==> src/rtl/sram_lane_pkg.sv <==
package sram_lane_pkg;
    typedef enum logic [2:0] {
        S_IDLE,
        S_RD_ACT,
        S_RD_TURN,
        S_WR_SETUP,
        S_WR_PULSE,
        S_WR_HOLD
    } ctl_state_t;
endpackage

==> src/rtl/sram_phase_timer.sv <==
module sram_phase_timer #(
    parameter int CW = 3
) (
    input  logic          clk,
    input  logic          rst_n,
    input  logic          load,
    input  logic [CW-1:0] load_val,
    output logic          done
);
    logic [CW-1:0] cnt;

    always_ff @(posedge clk or negedge rst_n) begin
        if (!rst_n)
            cnt <= '0;
        else if (load)
            cnt <= load_val;
        else if (cnt != '0)
            cnt <= cnt - 1'b1;
    end

    assign done = (cnt == '0);
endmodule

==> src/rtl/sram_lane_mask.sv <==
module sram_lane_mask #(
    parameter int LANES = 2
) (
    input  logic [LANES*8-1:0] din,
    input  logic [LANES-1:0]   sel,
    output logic [LANES*8-1:0] dout
);
    for (genvar g = 0; g < LANES; g++) begin : g_lane
        assign dout[g*8 +: 8] = sel[g] ? din[g*8 +: 8] : 8'h00;
    end
endmodule

==> src/rtl/sram_lane_ctrl.sv <==
module sram_lane_ctrl
    import sram_lane_pkg::*;
#(
    parameter int ADDR_W          = 16,
    parameter int DATA_W          = 16,
    parameter int RD_CYCLES       = 3,
    parameter int WR_PULSE_CYCLES = 2,
    parameter int TURN_CYCLES     = 2
) (
    input  logic                clk,
    input  logic                rst_n,
    input  logic                req_valid,
    output logic                req_ready,
    input  logic                req_write,
    input  logic [ADDR_W-1:0]   req_addr,
    input  logic [DATA_W-1:0]   req_wdata,
    input  logic [DATA_W/8-1:0] req_mask,
    output logic                rsp_valid,
    output logic [DATA_W-1:0]   rsp_rdata,
    output logic [ADDR_W-1:0]   mem_addr,
    output logic                mem_ce_n,
    output logic                mem_we_n,
    output logic                mem_oe_n,
    output logic                mem_lb_n,
    output logic                mem_ub_n,
    output logic [DATA_W-1:0]   mem_dq_out,
    output logic                mem_dq_oe,
    input  logic [DATA_W-1:0]   mem_dq_in
);
    localparam int LANES = DATA_W / 8;
    localparam int MAXC  = (RD_CYCLES > WR_PULSE_CYCLES)
                         ? ((RD_CYCLES > TURN_CYCLES) ? RD_CYCLES : TURN_CYCLES)
                         : ((WR_PULSE_CYCLES > TURN_CYCLES) ? WR_PULSE_CYCLES : TURN_CYCLES);
    localparam int CW    = $clog2(MAXC + 1);

    ctl_state_t        state, nxt;
    logic [ADDR_W-1:0] addr_q;
    logic [DATA_W-1:0] wdata_q;
    logic [LANES-1:0]  mask_q;
    logic [DATA_W-1:0] masked_in;
    logic              t_load, t_done;
    logic [CW-1:0]     t_val;

    sram_phase_timer #(.CW(CW)) u_timer (
        .clk      (clk),
        .rst_n    (rst_n),
        .load     (t_load),
        .load_val (t_val),
        .done     (t_done)
    );

    sram_lane_mask #(.LANES(LANES)) u_mask (
        .din  (mem_dq_in),
        .sel  (mask_q),
        .dout (masked_in)
    );

    // Next state and phase timer loads
    always_comb begin
        nxt    = state;
        t_load = 1'b0;
        t_val  = '0;
        unique case (state)
            S_IDLE: begin
                if (req_valid) begin
                    if (req_write) begin
                        nxt = S_WR_SETUP;
                    end else begin
                        nxt    = S_RD_ACT;
                        t_load = 1'b1;
                        t_val  = CW'(RD_CYCLES - 1);
                    end
                end
            end
            S_RD_ACT: begin
                if (t_done) begin
                    nxt    = S_RD_TURN;
                    t_load = 1'b1;
                    t_val  = CW'(TURN_CYCLES - 1);
                end
            end
            S_RD_TURN:  if (t_done) nxt = S_IDLE;
            S_WR_SETUP: begin
                nxt    = S_WR_PULSE;
                t_load = 1'b1;
                t_val  = CW'(WR_PULSE_CYCLES - 1);
            end
            S_WR_PULSE: if (t_done) nxt = S_WR_HOLD;
            S_WR_HOLD:  nxt = S_IDLE;
            default:    nxt = S_IDLE;
        endcase
    end

    // State register, request capture, read response
    always_ff @(posedge clk or negedge rst_n) begin
        if (!rst_n) begin
            state     <= S_IDLE;
            addr_q    <= '0;
            wdata_q   <= '0;
            mask_q    <= '0;
            rsp_valid <= 1'b0;
            rsp_rdata <= '0;
        end else begin
            state     <= nxt;
            rsp_valid <= 1'b0;
            if (state == S_IDLE && req_valid) begin
                addr_q  <= req_addr;
                wdata_q <= req_wdata;
                mask_q  <= req_mask;
            end
            if (state == S_RD_ACT && t_done) begin
                rsp_valid <= 1'b1;
                rsp_rdata <= masked_in;
            end
        end
    end

    // Pin strobes decoded from the state
    always_comb begin
        req_ready = 1'b0;
        mem_ce_n  = 1'b1;
        mem_we_n  = 1'b1;
        mem_oe_n  = 1'b1;
        mem_lb_n  = 1'b1;
        mem_ub_n  = 1'b1;
        mem_dq_oe = 1'b0;
        unique case (state)
            S_IDLE:    req_ready = 1'b1;
            S_RD_ACT: begin
                mem_ce_n = 1'b0;
                mem_oe_n = 1'b0;
                mem_lb_n = ~mask_q[0];
                mem_ub_n = ~mask_q[1];
            end
            S_RD_TURN: ;
            S_WR_SETUP, S_WR_HOLD: begin
                mem_ce_n  = 1'b0;
                mem_lb_n  = ~mask_q[0];
                mem_ub_n  = ~mask_q[1];
                mem_dq_oe = 1'b1;
            end
            S_WR_PULSE: begin
                mem_ce_n  = 1'b0;
                mem_we_n  = 1'b0;
                mem_lb_n  = ~mask_q[0];
                mem_ub_n  = ~mask_q[1];
                mem_dq_oe = 1'b1;
            end
            default: ;
        endcase
    end

    assign mem_addr   = addr_q;
    assign mem_dq_out = wdata_q;
endmodule

==> config.mk <==
export PLATFORM = sky130hd
export DESIGN_NAME = sram_lane_ctrl
export DESIGN_NICKNAME = d
export VERILOG_FILES = /design/src/rtl/sram_lane_pkg.sv /design/src/rtl/sram_phase_timer.sv /design/src/rtl/sram_lane_mask.sv /design/src/rtl/sram_lane_ctrl.sv
export SDC_FILE = /design/constraint.sdc
export NUM_CORES = 1
export LEC_CHECK = 0
export BUFFER_PORTS_ARGS = -buffer_cell sky130_fd_sc_hd__clkbuf_2
export CAP_MARGIN = 20
export CORE_UTILIZATION = 45
export CTS_BUF_LIST = sky130_fd_sc_hd__clkbuf_4 sky130_fd_sc_hd__clkbuf_8 sky130_fd_sc_hd__clkbuf_16
export CTS_CLUSTER_DIAMETER = 60
export DETAILED_ROUTE_END_ITERATION = 10
export PLACE_DENSITY = 0.78
export RECOVER_POWER = 25
export SETUP_SLACK_MARGIN = 0.4
export SLEW_MARGIN = 40
export SYNTH_ARGS = -nofsm -noshare
export SYNTH_HDL_FRONTEND = slang
export SYNTH_SLANG_ARGS = --single-unit
==> constraint.sdc <==
create_clock -name clk -period 2.3 [get_ports clk]
set_input_delay 0 -clock clk [delete_from_list [all_inputs] [get_ports clk]]
set_output_delay 0 -clock clk [all_outputs]
set_load 0.02 [all_outputs]
==> flow_metrics.py, run 1 <==
metrics = {
    "run_status": {
        "status": "complete, no violations",
    },
    "power_and_ir_drop": {
        "p_leak_nw": 1.717,
        "irDropWorstVdd_uv": 664.8,
        "powerDensity_nw_per_um2": 1326,
    },
    "floorplan": {
        "ios": 110,
        "die_w_um": 73.06,
        "fp.dieH_um": 73.06,
        "dieArea_um2": 5338,
        "num_rows": 25,
        "core_um2": 4786,
        "start_util": 0.4748,
    },
    "yosys": {
        "synthCells": 184,
        "synth_area_um2": 2272,
        "ys_seq_area_frac": 0.6167,
        "synth_cell_type_count": 24,
        "synth_area_per_cell_um2": 12.35,
        "synth_fp_nets": 239,
        "ys_ff_latch": 56,
        "yosys_warnings": 0,
    },
    "timing": {
        "grt_setup_unrepaired": "no",
        "final_hold_viol_count": 0,
        "relSlewSlack": 0.6889,
        "worst_pin_slew_ns": 0.4666,
        "setup_viol": 0,
        "fmax_mhz": 589.8,
        "finalClockSkew_ns": 0.01059,
        "finalSetupTns_ns": 0,
        "period_share": 0.7372,
        "drv_slew": 0,
        "post-route-min-period_ns": 1.696,
    },
    "detailed_routing": {
        "drt_iter0_drc": 71,
        "num_vias": 1909,
        "post-route-drc-count": 0,
        "drtAntennaViolNets": 0,
        "viasPerCell": 4.645,
        "drt_wl_total_um": 5568,
        "drt_pass1_iterations": 4,
        "wl_per_cell_um": 13.55,
    },
    "setup_path": {
        "required_ns": 2.48,
        "crit_fanout": 27,
        "crit_path_cell_trace": "nor4b_4, buf_4, mux2_2",
        "critPathArrivalTime_ns": 1.88,
        "end_kind": "register",
        "r2r_setup_slack_ns": 0.60,
        "max_stage_delay_ns": 0.51,
        "critPathKind": "register to register",
        "startpoint": "state[1]",
        "crit_path_start_kind": "register",
        "r2r-start": "state[1]",
        "cpMaxStageDelayCell": "dfrtp_1",
    },
    "global_route": {
        "grt_pass1_vias": 1912,
        "grt_overflow_total": 0,
        "grt_pass1_wl_um": 8728,
        "grt_usage": 0.2194,
        "antenna_found_initial": 0,
        "grt_max_degree": 35,
    },
    "clocking": {
        "cts_tree": "yes",
        "clk_latency_ns": 0.30,
        "cts_buffer_depth": 2,
        "clock-sinks": 56,
        "post_cts_buffers": 0,
        "cts.htree.levels": 2,
        "path_clk_slew_ns": 0.09,
        "clockRootBuffer": "clkbuf_8",
        "cts_buffers": 5,
    },
    "final_layout": {
        "n_fill_cell": 344,
        "diodes": 0,
        "layout.cells.non_filler": 411,
        "drive_gt1_frac": 0.4273,
        "nets": 398,
        "syn2layout_area_growth_pct": 52.09,
    },
    "placed_design": {
        "io_buffers": 109,
        "gp_congestion": 0.8128,
        "dp_cells": 352,
        "dp_hpwl_um": 3382,
    },
    "hold_path": {
        "hp-class": "input pin to register",
        "hold_path_startpoint": "req_write",
    },
    "flow_run": {
        "drv_cap": 0,
    },
}
cells by family (layout without fill, tap and decap cells):
group                    count (synthesis)  after routing  synth area share
buffers and inverters                   17            177           0.04130
multiplexers                            34             34            0.1685
adder cells (fa/ha/maj)                  1              1          0.005506
flip-flops                              56             56            0.6167
AND/OR/NAND/NOR                         50             50            0.1030
XOR/XNOR                                 1              1          0.003855
AO/OA/AOI/OAI                           25             25           0.06112
sequential cells by signal, indices dropped and copies added (netlist names):
signal,cells
mem_dq_out,16
rsp_rdata,16
rsp_valid,1
mask_q,2
state,3
mem_addr,16
u_timer.cnt,2
synthesized netlist by cell type (all sizes together):
cell type / number / area (um^2)
a211oi: 2 / 15.01
nand4bb: 1 / 11.26
buf: 7 / 56.30
nor4b: 1 / 23.77
nor2: 2 / 7.510
ha: 1 / 12.51
nand2b: 3 / 18.77
nand2: 38 / 142.6
inv: 5 / 18.77
o21ai: 19 / 95.09
o21ba: 1 / 10.01
mux2: 34 / 382.9
a2111oi: 1 / 8.760
nor3: 1 / 5.000
a21oi: 2 / 10.01
xor2: 1 / 8.760
clkbuf: 5 / 18.77
dfrtp: 56 / 1401
or2: 1 / 6.260
or3: 1 / 6.260
nor2b: 2 / 12.51
timing repair:
action                     CTS  global route
hold endpoints to repair    83             0
setup endpoints to repair    0             0
hold buffers                51             0
resized for setup            0             0
through the flow:
step	setup WS (ns)	hold slack [ns]	power [mW]	utilization	instance area, um^2
after floorplan	0.6656	-0.2956	3.289	-	2272
after global placement	0.6626	0.1397	3.918	0.5969	2856
final	0.6045	0.03343	4.584	0.7221	3456
after global routing	0.5142	0.03263	4.895	0.7221	3456
after detailed placement	0.6264	0.008348	3.988	0.5974	2859
after CTS	0.6038	0.03211	4.615	0.7244	3467
layer usage:
metal | routed length (um) | GRT usage | vias up
li1 | - | - | 934
met1 | 2279 | 0.2525 | 882
met2 | 2764 | 0.3817 | 87
met3 | 466 | 0.07873 | 6
met4 | 58 | 0.06536 | 0
met5 | 0 | 0 | -
worst paths after layout:
kind	to	depth (start not counted)
max in group asynchronous	rsp_rdata[2]	3
hold / removal	u_timer.cnt[0]	3
min in group asynchronous	mem_dq_out[10]	2
hold reg to reg	rsp_rdata[14]	2
setup reg to reg	mem_dq_out[0]	3
setup / recovery	mem_dq_out[0]	3
placed cells by master, fill, tap and decap left out, drive strengths merged:
cell type | Yosys | routed
nor2 | 2 | 2
a211oi | 2 | 2
nand2b | 3 | 3
or3 | 1 | 1
a21oi | 2 | 2
dfrtp | 56 | 56
or2 | 1 | 1
ha | 1 | 1
o21ai | 19 | 19
nand4bb | 1 | 1
buf | 7 | 4
inv | 5 | 5
dlygate4sd3 | 0 | 51
nor2b | 2 | 2
mux2 | 34 | 34
nor4b | 1 | 1
nand2 | 38 | 38
xor2 | 1 | 1
clkbuf | 5 | 117
a2111oi | 1 | 1
nor3 | 1 | 1
o21ba | 1 | 1
layout make-up:
cell class | instances | area [um^2] | area share
Clock buffer | 8 | 97.59 | 0.02824
Tap cell | 67 | 83.83 | 0.02426
Sequential cell | 56 | 1401 | 0.4055
Timing Repair Buffer | 164 | 1077 | 0.3117
Multi-Input combinational cell | 111 | 777.0 | 0.2248
Inverter | 5 | 18.77 | 0.005431
power by group:
group	leakage (nW)	internal [mW]	switching, mW	total [mW]
Clock	0.0523	0.270	0.286	0.556
Combinational	0.990	0.923	1.29	2.21
Sequential	0.675	1.47	0.342	1.82
Total	1.72	2.67	1.92	4.58
critical path, delay by kind of cell (launching register included):
| family | cells | cell delay, ns |
|---|---|---|
| mux | 1 | 0.38 |
| simple gates | 1 | 0.31 |
| flops | 1 | 0.51 |
| buf+inv | 1 | 0.38 |
Power figures use the tool's default switching activity.
==> inputs of run 2 (changes only) <==
--- a/config.mk
+++ b/config.mk
@@ -5,13 +5,14 @@
 export SDC_FILE = /design/constraint.sdc
 export NUM_CORES = 1
 export LEC_CHECK = 0
+export ABC_AREA = 1
 export BUFFER_PORTS_ARGS = -buffer_cell sky130_fd_sc_hd__clkbuf_2
 export CAP_MARGIN = 20
-export CORE_UTILIZATION = 45
+export CORE_UTILIZATION = 42
 export CTS_BUF_LIST = sky130_fd_sc_hd__clkbuf_4 sky130_fd_sc_hd__clkbuf_8 sky130_fd_sc_hd__clkbuf_16
 export CTS_CLUSTER_DIAMETER = 60
 export DETAILED_ROUTE_END_ITERATION = 10
-export PLACE_DENSITY = 0.78
+export PLACE_DENSITY = 0.76
 export RECOVER_POWER = 25
 export SETUP_SLACK_MARGIN = 0.4
 export SLEW_MARGIN = 40
==> constraint.sdc (replaced) <==
create_clock -name clk -period 1.55 [get_ports clk]
set_input_delay 0 -clock clk [delete_from_list [all_inputs] [get_ports clk]]
set_output_delay 0 -clock clk [all_outputs]
set_load 0.02 [all_outputs]
==> run 2 against run 1 <==
Effect of this change:
- register-to-register slack lost 0.38 ns
- largest power group unchanged
- critical path type unchanged
- power grew 80%
- critical path depth grew 4
- routed wire length grew 24%
- critical endpoint is now state[1]
- count of clock-buffer cells in the layout is the same
- worst setup slack lost 0.38 ns
- clock skew shrank 0.0042 ns
- global-route usage grew 1.6 points
- first-iteration DRC count grew 69%
==> flow_metrics.py, run 2 <==
metrics = {
    "floorplan": {
        "ios": 110,
        "dieArea_um2": 5941,
        "core_um2": 5270,
        "start_util": 0.4492,
        "fp.dieH_um": 77.08,
        "die_w_um": 77.08,
        "num_rows": 26,
    },
    "global_route": {
        "grt_pass1_wl_um": 11180,
        "grt_max_degree": 57,
        "grt_pass1_vias": 2446,
        "antenna_found_initial": 0,
        "grt_usage": 0.2350,
        "grt_overflow_total": 0,
    },
    "final_layout": {
        "final_common_cell": "nand2_1",
        "drive_gt1_frac": 0.4321,
        "n_fill_cell": 382,
        "layout_common_cells": "121 x nand2_1, 103 x clkbuf_2, 54 x dfrtp_1",
        "diodes": 0,
        "syn2layout_area_growth_pct": 70.93,
        "nets": 503,
    },
    "setup_path": {
        "max_stage_delay_ns": 0.49,
        "required_ns": 1.74,
        "end_kind": "register",
        "critPathArrivalTime_ns": 1.52,
        "crit_family": "simple AND/OR/NAND/NOR gates",
        "r2r-start": "state[1]",
        "crit_path_start_kind": "register",
        "crit_path_cell_trace": "nor2_4, nand2_4, nor2_8, buf_12, inv_12, nand3_1, nand2_1",
        "crit_buf_inv": 2,
        "critPathKind": "register to register",
        "startpoint": "state[1]",
        "r2r_setup_slack_ns": 0.22,
        "cpMaxStageDelayCell": "dfrtp_2",
        "crit_fanout": 9,
    },
    "detailed_routing": {
        "wl_met2_um": 3708,
        "dr.max_layer_used": "met4",
        "post-route-drc-count": 0,
        "drtAntennaViolNets": 0,
        "drt_wl_total_um": 6918,
        "drt_pass1_iterations": 4,
        "wl_per_cell_um": 13.33,
        "met1_length_um": 2849,
        "num_vias": 2432,
        "viasPerCell": 4.686,
        "drt_iter0_drc": 120,
        "routed-wl-met3_um": 329,
    },
    "yosys": {
        "ys_ff_latch": 56,
        "synthCells": 265,
        "ys.flop_type": "dfrtp_1",
        "ys_seq_area_frac": 0.5920,
        "synth_area_per_cell_um2": 8.933,
        "synth_most_common_cell": "nand2_1",
        "synth_area_um2": 2367,
        "synth_commonest_cells": "137 x nand2_1, 56 x dfrtp_1, 19 x nand3_1, 19 x o21ai_0, 6 x inv_1",
        "yosys_warnings": 0,
        "synth_top_family_by_area": "simple AND/OR/NAND/NOR gates",
        "synth_fp_nets": 320,
        "synth_fa_ha_area_frac": 0.005285,
        "yosysTopAreaCell": "dfrtp_1",
        "synth_compound_area_frac": 0.04968,
        "synth-xor-area-share": 0,
        "synth_cell_type_count": 21,
        "synth_edf_count": 0,
        "synthSimpleGateAreaFrac": 0.2981,
        "yosysTopAreaCellShare": 0.5920,
        "ys_top_cells_by_area": "dfrtp_1 59%, nand2_1 22%, nand3_1 4.0%, o21ai_0 4.0%, nor2_8 2.5%",
        "synth.mux.area_fraction": 0,
        "async_reset_ff_frac": 1.000,
    },
    "power_and_ir_drop": {
        "powerDensity_nw_per_um2": 2041,
        "irDropWorstVdd_uv": 1140,
        "p_total_mw": 8.257,
        "p_leak_nw": 2.200,
    },
    "timing": {
        "final_hold_viol_count": 0,
        "relSlewSlack": 0.5088,
        "grt_setup_unrepaired": "yes",
        "finalSetupTns_ns": 0,
        "fmax_mhz": 751.7,
        "post-route-min-period_ns": 1.330,
        "drv_slew": 0,
        "period_share": 0.8583,
        "setup_viol": 0,
        "finalClockSkew_ns": 0.006386,
        "worst_pin_slew_ns": 0.7367,
    },
    "placed_design": {
        "io_buffers": 109,
        "gp_congestion": 0.7554,
        "dp_hpwl_um": 3702,
    },
    "clocking": {
        "cts_tree": "yes",
        "clock-sinks": 56,
        "cts.htree.levels": 2,
        "cts_buffer_depth": 2,
        "clockRootBuffer": "clkbuf_8",
        "cts_buffers": 5,
        "path_clk_slew_ns": 0.09,
        "clk_latency_ns": 0.30,
    },
    "run_status": {
        "status": "complete, no violations",
    },
    "hold_path": {
        "hp-class": "input pin to register",
        "hold_path_startpoint": "req_valid",
    },
    "flow_run": {
        "drv_cap": 0,
    },
}
==> run 2: stage by stage <==
stage               instance area (um^2)  utilization  std cells  setup WS, ns  hold slack (ns)
floorplan                           2401            -        265        0.3550          -0.2956
global placement                    2965       0.5627        436        0.2243          0.02794
detailed placement                  2965       0.5627        436        0.2204          0.03028
CTS                                 3880       0.7362        513        0.2553           0.2461
global route                        4046       0.7678        519        0.1539           0.2925
finish                              4046       0.7678        519        0.2196           0.2707
==> run 2: final cells by class <==
class	count	area, um^2	area share
tap	70	87.58	0.02165
inverter	10	60.06	0.01484
clock buffer	8	97.59	0.02412
sequential	56	1404	0.3469
multi-input combinational	191	1042	0.2576
timing repair buffer	182	1333	0.3293
timing repair inverter	2	22.52	0.005566
==> run 2: what timing repair did <==
action                                  CTS  global route
cloned                                    5             0
hold buffers                             52             0
endpoints found under the setup margin   61            62
endpoints found under the hold margin   107             0
pin swaps                                13            18
gates resized for setup                  42            43
setup buffers                            12             6
==> run 2: worst register-to-register path, stage by stage, from the launching register on <==
cell	delay (ns)
dfrtp_2	0.49
nor2_4	0.17
nand2_4	0.09
nor2_8	0.15
buf_12	0.15
inv_12	0.05
nand3_1	0.07
nand2_1	0.06
==> run 2: routing by layer <==
layer  vias to the layer above  track usage
met5                         -            0
met4                         0      0.04340
met3                         5      0.03333
met2                        93       0.4339
met1                      1129       0.2926
li1                       1205            -
==> run 2: final timing paths <==
check | endpoint | cells after the start
max reg2reg | state[1] | 7
max in group asynchronous | state[1] | 3
min reg2reg | mem_dq_out[11] | 2
max | state[1] | 7
min | u_timer.cnt[1] | 6
min in group asynchronous | rsp_rdata[10] | 3
==> run 2: report_power, final <==
part | leakage [nW] | internal, mW | switching, mW
clock network | 0.0523 | 0.401 | 0.428
logic | 1.45 | 1.83 | 2.82
registers | 0.703 | 2.17 | 0.617
==> run 2: cells by family after synthesis <==
logic type	Yosys count
AO/OA/AOI/OAI	23
adder cells (fa/ha/maj)	1
buffers and inverters	21
flip-flops	56
AND/OR/NAND/NOR	164
==> inputs of run 3 (changes only) <==
==> constraint.sdc (replaced) <==
create_clock -name clk -period 1.15 [get_ports clk]
set_input_delay 0 -clock clk [delete_from_list [all_inputs] [get_ports clk]]
set_output_delay 0 -clock clk [all_outputs]
set_load 0.02 [all_outputs]
==> run 3 against run 2 <==
Effect of this change:
- the flow now stops in global routing
- area after synthesis is the same
- synthesized cell count is the same
==> flow_metrics.py, run 3 <==
metrics = {
    "floorplan": {
        "ios": 110,
        "num_rows": 26,
        "fp.dieH_um": 77.08,
        "die_w_um": 77.08,
        "start_util": 0.4492,
    },
    "run_status": {
        "haltStage": "global routing",
        "error": "[ERROR GRT-0232] Routing congestion too high. Check the congestion heatmap in the GUI.",
        "status": "stopped before the end",
    },
    "yosys": {
        "synth_edf_count": 0,
        "synth_fp_nets": 320,
        "yosysTopAreaCellShare": 0.5920,
        "async_reset_ff_frac": 1.000,
        "synth_area_um2": 2367,
        "synthCells": 265,
        "synth_most_common_cell": "nand2_1",
        "synth_cell_type_count": 21,
        "ys_top_cells_by_area": "dfrtp_1 59%, nand2_1 22%, nand3_1 4.0%, o21ai_0 4.0%, nor2_8 2.5%",
        "yosysTopAreaCell": "dfrtp_1",
        "ys_seq_area_frac": 0.5920,
        "ys.flop_type": "dfrtp_1",
        "yosys_warnings": 0,
        "synth_area_per_cell_um2": 8.933,
        "ys_ff_latch": 56,
        "synth_commonest_cells": "137 x nand2_1, 56 x dfrtp_1, 19 x nand3_1, 19 x o21ai_0, 6 x inv_1",
    },
    "clocking": {
        "cts_buffers": 5,
        "cts_buffer_depth": 2,
        "cts.htree.levels": 2,
        "clockRootBuffer": "clkbuf_8",
        "clock-sinks": 56,
    },
    "timing": {
        "endpoint_type": "register input",
        "grt_worst_setup_endpoint": "mem_addr[6]$_DFFE_PN0P_/D",
    },
    "placed_design": {
        "io_buffers": 109,
        "dp_hpwl_um": 3855,
        "gp_congestion": 0.8055,
        "post-place-ws_ns": -0.1364,
    },
    "global_route": {
        "grt_usage": 0.7869,
        "antenna_found_initial": 1,
        "grt_overflow_total": 140,
        "grt_max_degree": 57,
    },
}
run 3: cell counts after synthesis:
No cell type changed its count.
run 3: per-stage QoR:
step	instance area, um^2	hold WS, ns	TNS [ns]	std cells	util
2_1_floorplan	2427	-0.2956	-1.692	265	-
3_5_place_dp	3119	0.02715	-4.135	448	0.5919
3_3_place_gp	3119	0.02687	-2.262	448	0.5919
4_1_cts	4687	0.2460	-7.875	540	0.8894
run 3: per-layer routing:
layer,overflow,global-route usage
met5,0,0
met4,64,0.9472
met3,0,0.5381
met2,76,0.9795
met1,0,0.7829
run 3: repair_timing:
item / CTS
cloned: 8
pin swaps: 28
setup buffers: 24
endpoints found under the setup margin: 112
hold buffers: 52
resized for setup: 163
hold endpoints to repair: 107
run 3: cells by family after synthesis:
| kind of cell | after synthesis | synth area share |
|---|---|---|
| buffers and inverters | 21 | 0.05496 |
| and+or+nand+nor | 164 | 0.2981 |
| DFF | 56 | 0.5920 |
| AOI/OAI and AO/OA | 23 | 0.04968 |
| adders and majority gates | 1 | 0.005285 |
==> inputs of run 4 (changes only) <==
--- a/config.mk
+++ b/config.mk
@@ -8,13 +8,10 @@
 export ABC_AREA = 1
 export BUFFER_PORTS_ARGS = -buffer_cell sky130_fd_sc_hd__clkbuf_2
 export CAP_MARGIN = 20
-export CORE_UTILIZATION = 42
-export CTS_BUF_LIST = sky130_fd_sc_hd__clkbuf_4 sky130_fd_sc_hd__clkbuf_8 sky130_fd_sc_hd__clkbuf_16
-export CTS_CLUSTER_DIAMETER = 60
+export CORE_UTILIZATION = 40
 export DETAILED_ROUTE_END_ITERATION = 10
-export PLACE_DENSITY = 0.76
+export PLACE_DENSITY_LB_ADDON = 0.15
 export RECOVER_POWER = 25
-export SETUP_SLACK_MARGIN = 0.4
 export SLEW_MARGIN = 40
 export SYNTH_ARGS = -nofsm -noshare
 export SYNTH_HDL_FRONTEND = slang
==> constraint.sdc (replaced) <==
create_clock -name clk -period 1.5 [get_ports clk]
set_input_delay 0 -clock clk [delete_from_list [all_inputs] [get_ports clk]]
set_output_delay 0 -clock clk [all_outputs]
set_load 0.02 [all_outputs]
==> run 4 against run 3 <==
Effect of this change:
- the flow now finishes without violations
==> flow_metrics.py, run 4 (synthesis results as in run 2) <==
metrics = {
    "run_status": {
        "status": "complete, no violations",
    },
    "placed_design": {
        "io_buffers": 109,
        "gp_congestion": 0.7532,
        "dp_cells": 438,
        "dp_hpwl_um": 3575,
    },
    "timing": {
        "worst_pin_slew_ns": 0.7434,
        "drv_slew": 0,
        "relSlewSlack": 0.5044,
        "finalClockSkew_ns": 0.01092,
        "fmax_mhz": 705.5,
        "worst_hold_slack_ns": 0.1050,
        "post-route-min-period_ns": 1.417,
        "finalSetupTns_ns": 0,
        "final_hold_viol_count": 0,
        "setup_viol": 0,
        "period_share": 0.9450,
    },
    "floorplan": {
        "fp.dieH_um": 78.93,
        "dieArea_um2": 6230,
        "start_util": 0.4221,
        "ios": 110,
        "num_rows": 27,
        "die_w_um": 78.93,
        "core_um2": 5608,
    },
    "detailed_routing": {
        "wl_per_cell_um": 11.91,
        "drtAntennaViolNets": 0,
        "num_vias": 2267,
        "viasPerCell": 4.534,
        "drt_wl_total_um": 5953,
        "drt_iter0_drc": 87,
        "drt_pass1_iterations": 4,
        "post-route-drc-count": 0,
    },
    "setup_path": {
        "crit_path_start_kind": "register",
        "end_kind": "register",
        "reg2reg_to": "rsp_rdata[7]",
        "rr_worst_depth": 6,
        "critPathKind": "register to register",
        "required_ns": 1.74,
        "crit_fanout": 20,
        "critPathArrivalTime_ns": 1.65,
        "r2r_setup_slack_ns": 0.08,
        "r2r-start": "u_timer.cnt[0]",
    },
    "hold_path": {
        "hold-path-cell-count": 5,
        "hold_path_startpoint": "req_valid",
        "worst_hold_path.endpoint": "mask_q[1]",
        "hp-class": "input pin to register",
    },
    "clocking": {
        "clock-sinks": 56,
        "clockRootBuffer": "clkbuf_8",
        "cts_tree": "yes",
        "path_clk_slew_ns": 0.10,
        "cts_buffer_depth": 2,
        "cts_buffers": 5,
        "clk_latency_ns": 0.30,
        "cts.htree.levels": 2,
    },
    "global_route": {
        "grt_pass1_wl_um": 9604,
        "grt_pass1_vias": 2207,
        "grt_overflow_total": 0,
        "antenna_found_initial": 0,
        "grt_max_degree": 57,
        "grt_usage": 0.1979,
    },
    "final_layout": {
        "multi_input_area_um2": 847.1,
        "drive_gt1_frac": 0.3084,
        "regArea_um2": 1403,
        "nets": 482,
        "layout_common_cells": "137 x nand2_1, 109 x clkbuf_2, 55 x dfrtp_1",
        "syn2layout_area_growth_pct": 50.79,
        "n_fill_cell": 505,
        "fin_util": 0.6365,
        "final_common_cell": "nand2_1",
        "layout.cells.non_filler": 500,
        "diodes": 0,
    },
    "power_and_ir_drop": {
        "netSwitchingFraction": 0.4755,
        "p_int_mw": 3.765,
        "p_sw_mw": 3.413,
        "pwr-share-seq": 0.382,
        "p_clk_frac": 0.112,
        "powerDensity_nw_per_um2": 2011,
        "p_comb_frac": 0.507,
        "irDropWorstVdd_uv": 903.1,
        "p_leak_nw": 2.031,
    },
    "flow_run": {
        "drv_cap": 0,
    },
}
## run 4: routing by layer
metal  part of all wire  vias to the layer above  global-route usage
met5                  0                        -                   0
met1               0.45                     1034              0.2356
met4             0.0039                        0             0.06000
li1                   -                     1151                   -
met2               0.48                       80              0.3548
met3              0.063                        2             0.04483
## run 4: area by class of cell
type / count / area share
Timing Repair Buffer: 165 / 0.3070
Inverter: 10 / 0.01262
Sequential cell: 56 / 0.3929
Multi-Input combinational cell: 189 / 0.2373
Clock buffer: 6 / 0.02033
Tap cell: 72 / 0.02524
Clock inverter: 2 / 0.004557
## run 4: worst max-delay path, stage by stage, from the launching register on
cell and delay [ns]:
dfrtp_1 0.39, inv_1 0.08, ha_1 0.30, inv_4 0.16, nor2_4 0.25, nand3_1 0.10, nand2_1 0.08
## run 4: stage by stage
step | total power [mW] | setup slack, ns | area, um^2
after detailed placement | 6.277 | 0.06618 | 2948
after global placement | 6.228 | 0.05284 | 2948
after global routing | 7.770 | -0.00009570 | 3570
final | 7.178 | 0.08251 | 3570
after CTS | 7.206 | 0.03704 | 3557
after floorplan | 5.168 | 0.2210 | 2367
## run 4: power by group through the flow
stage                     logic [mW]  registers, mW  clock network, mW
after floorplan                 1.75           3.41                  0
after CTS                       3.62           2.74              0.849
after global routing            4.03           2.84              0.901
after global placement          3.46           2.76                  0
after detailed placement        3.53           2.75                  0
final                           3.64           2.74              0.801
## run 4: timing repair
action | 4_1_cts | 5_1_grt
gates resized for setup | 0 | 4
endpoints found under the setup margin | 0 | 18
hold buffers | 52 | 0
hold endpoints to repair | 107 | 0
setup buffers | 0 | 1
## run 4: worst max-delay path by stage
stage / slack (ns) / from / cells past startpoint / to
2_1_floorplan: 0.22 / u_timer.cnt[0] / 6 / rsp_rdata[0]
3_3_place_gp: 0.05 / u_timer.cnt[0] / 6 / rsp_rdata[5]
3_5_place_dp: 0.07 / u_timer.cnt[0] / 6 / rsp_rdata[1]
4_1_cts: 0.04 / u_timer.cnt[0] / 6 / rsp_rdata[1]
5_1_grt: -0.0001 / u_timer.cnt[0] / 6 / rsp_rdata[6]
6_report: 0.08 / u_timer.cnt[0] / 6 / rsp_rdata[7]
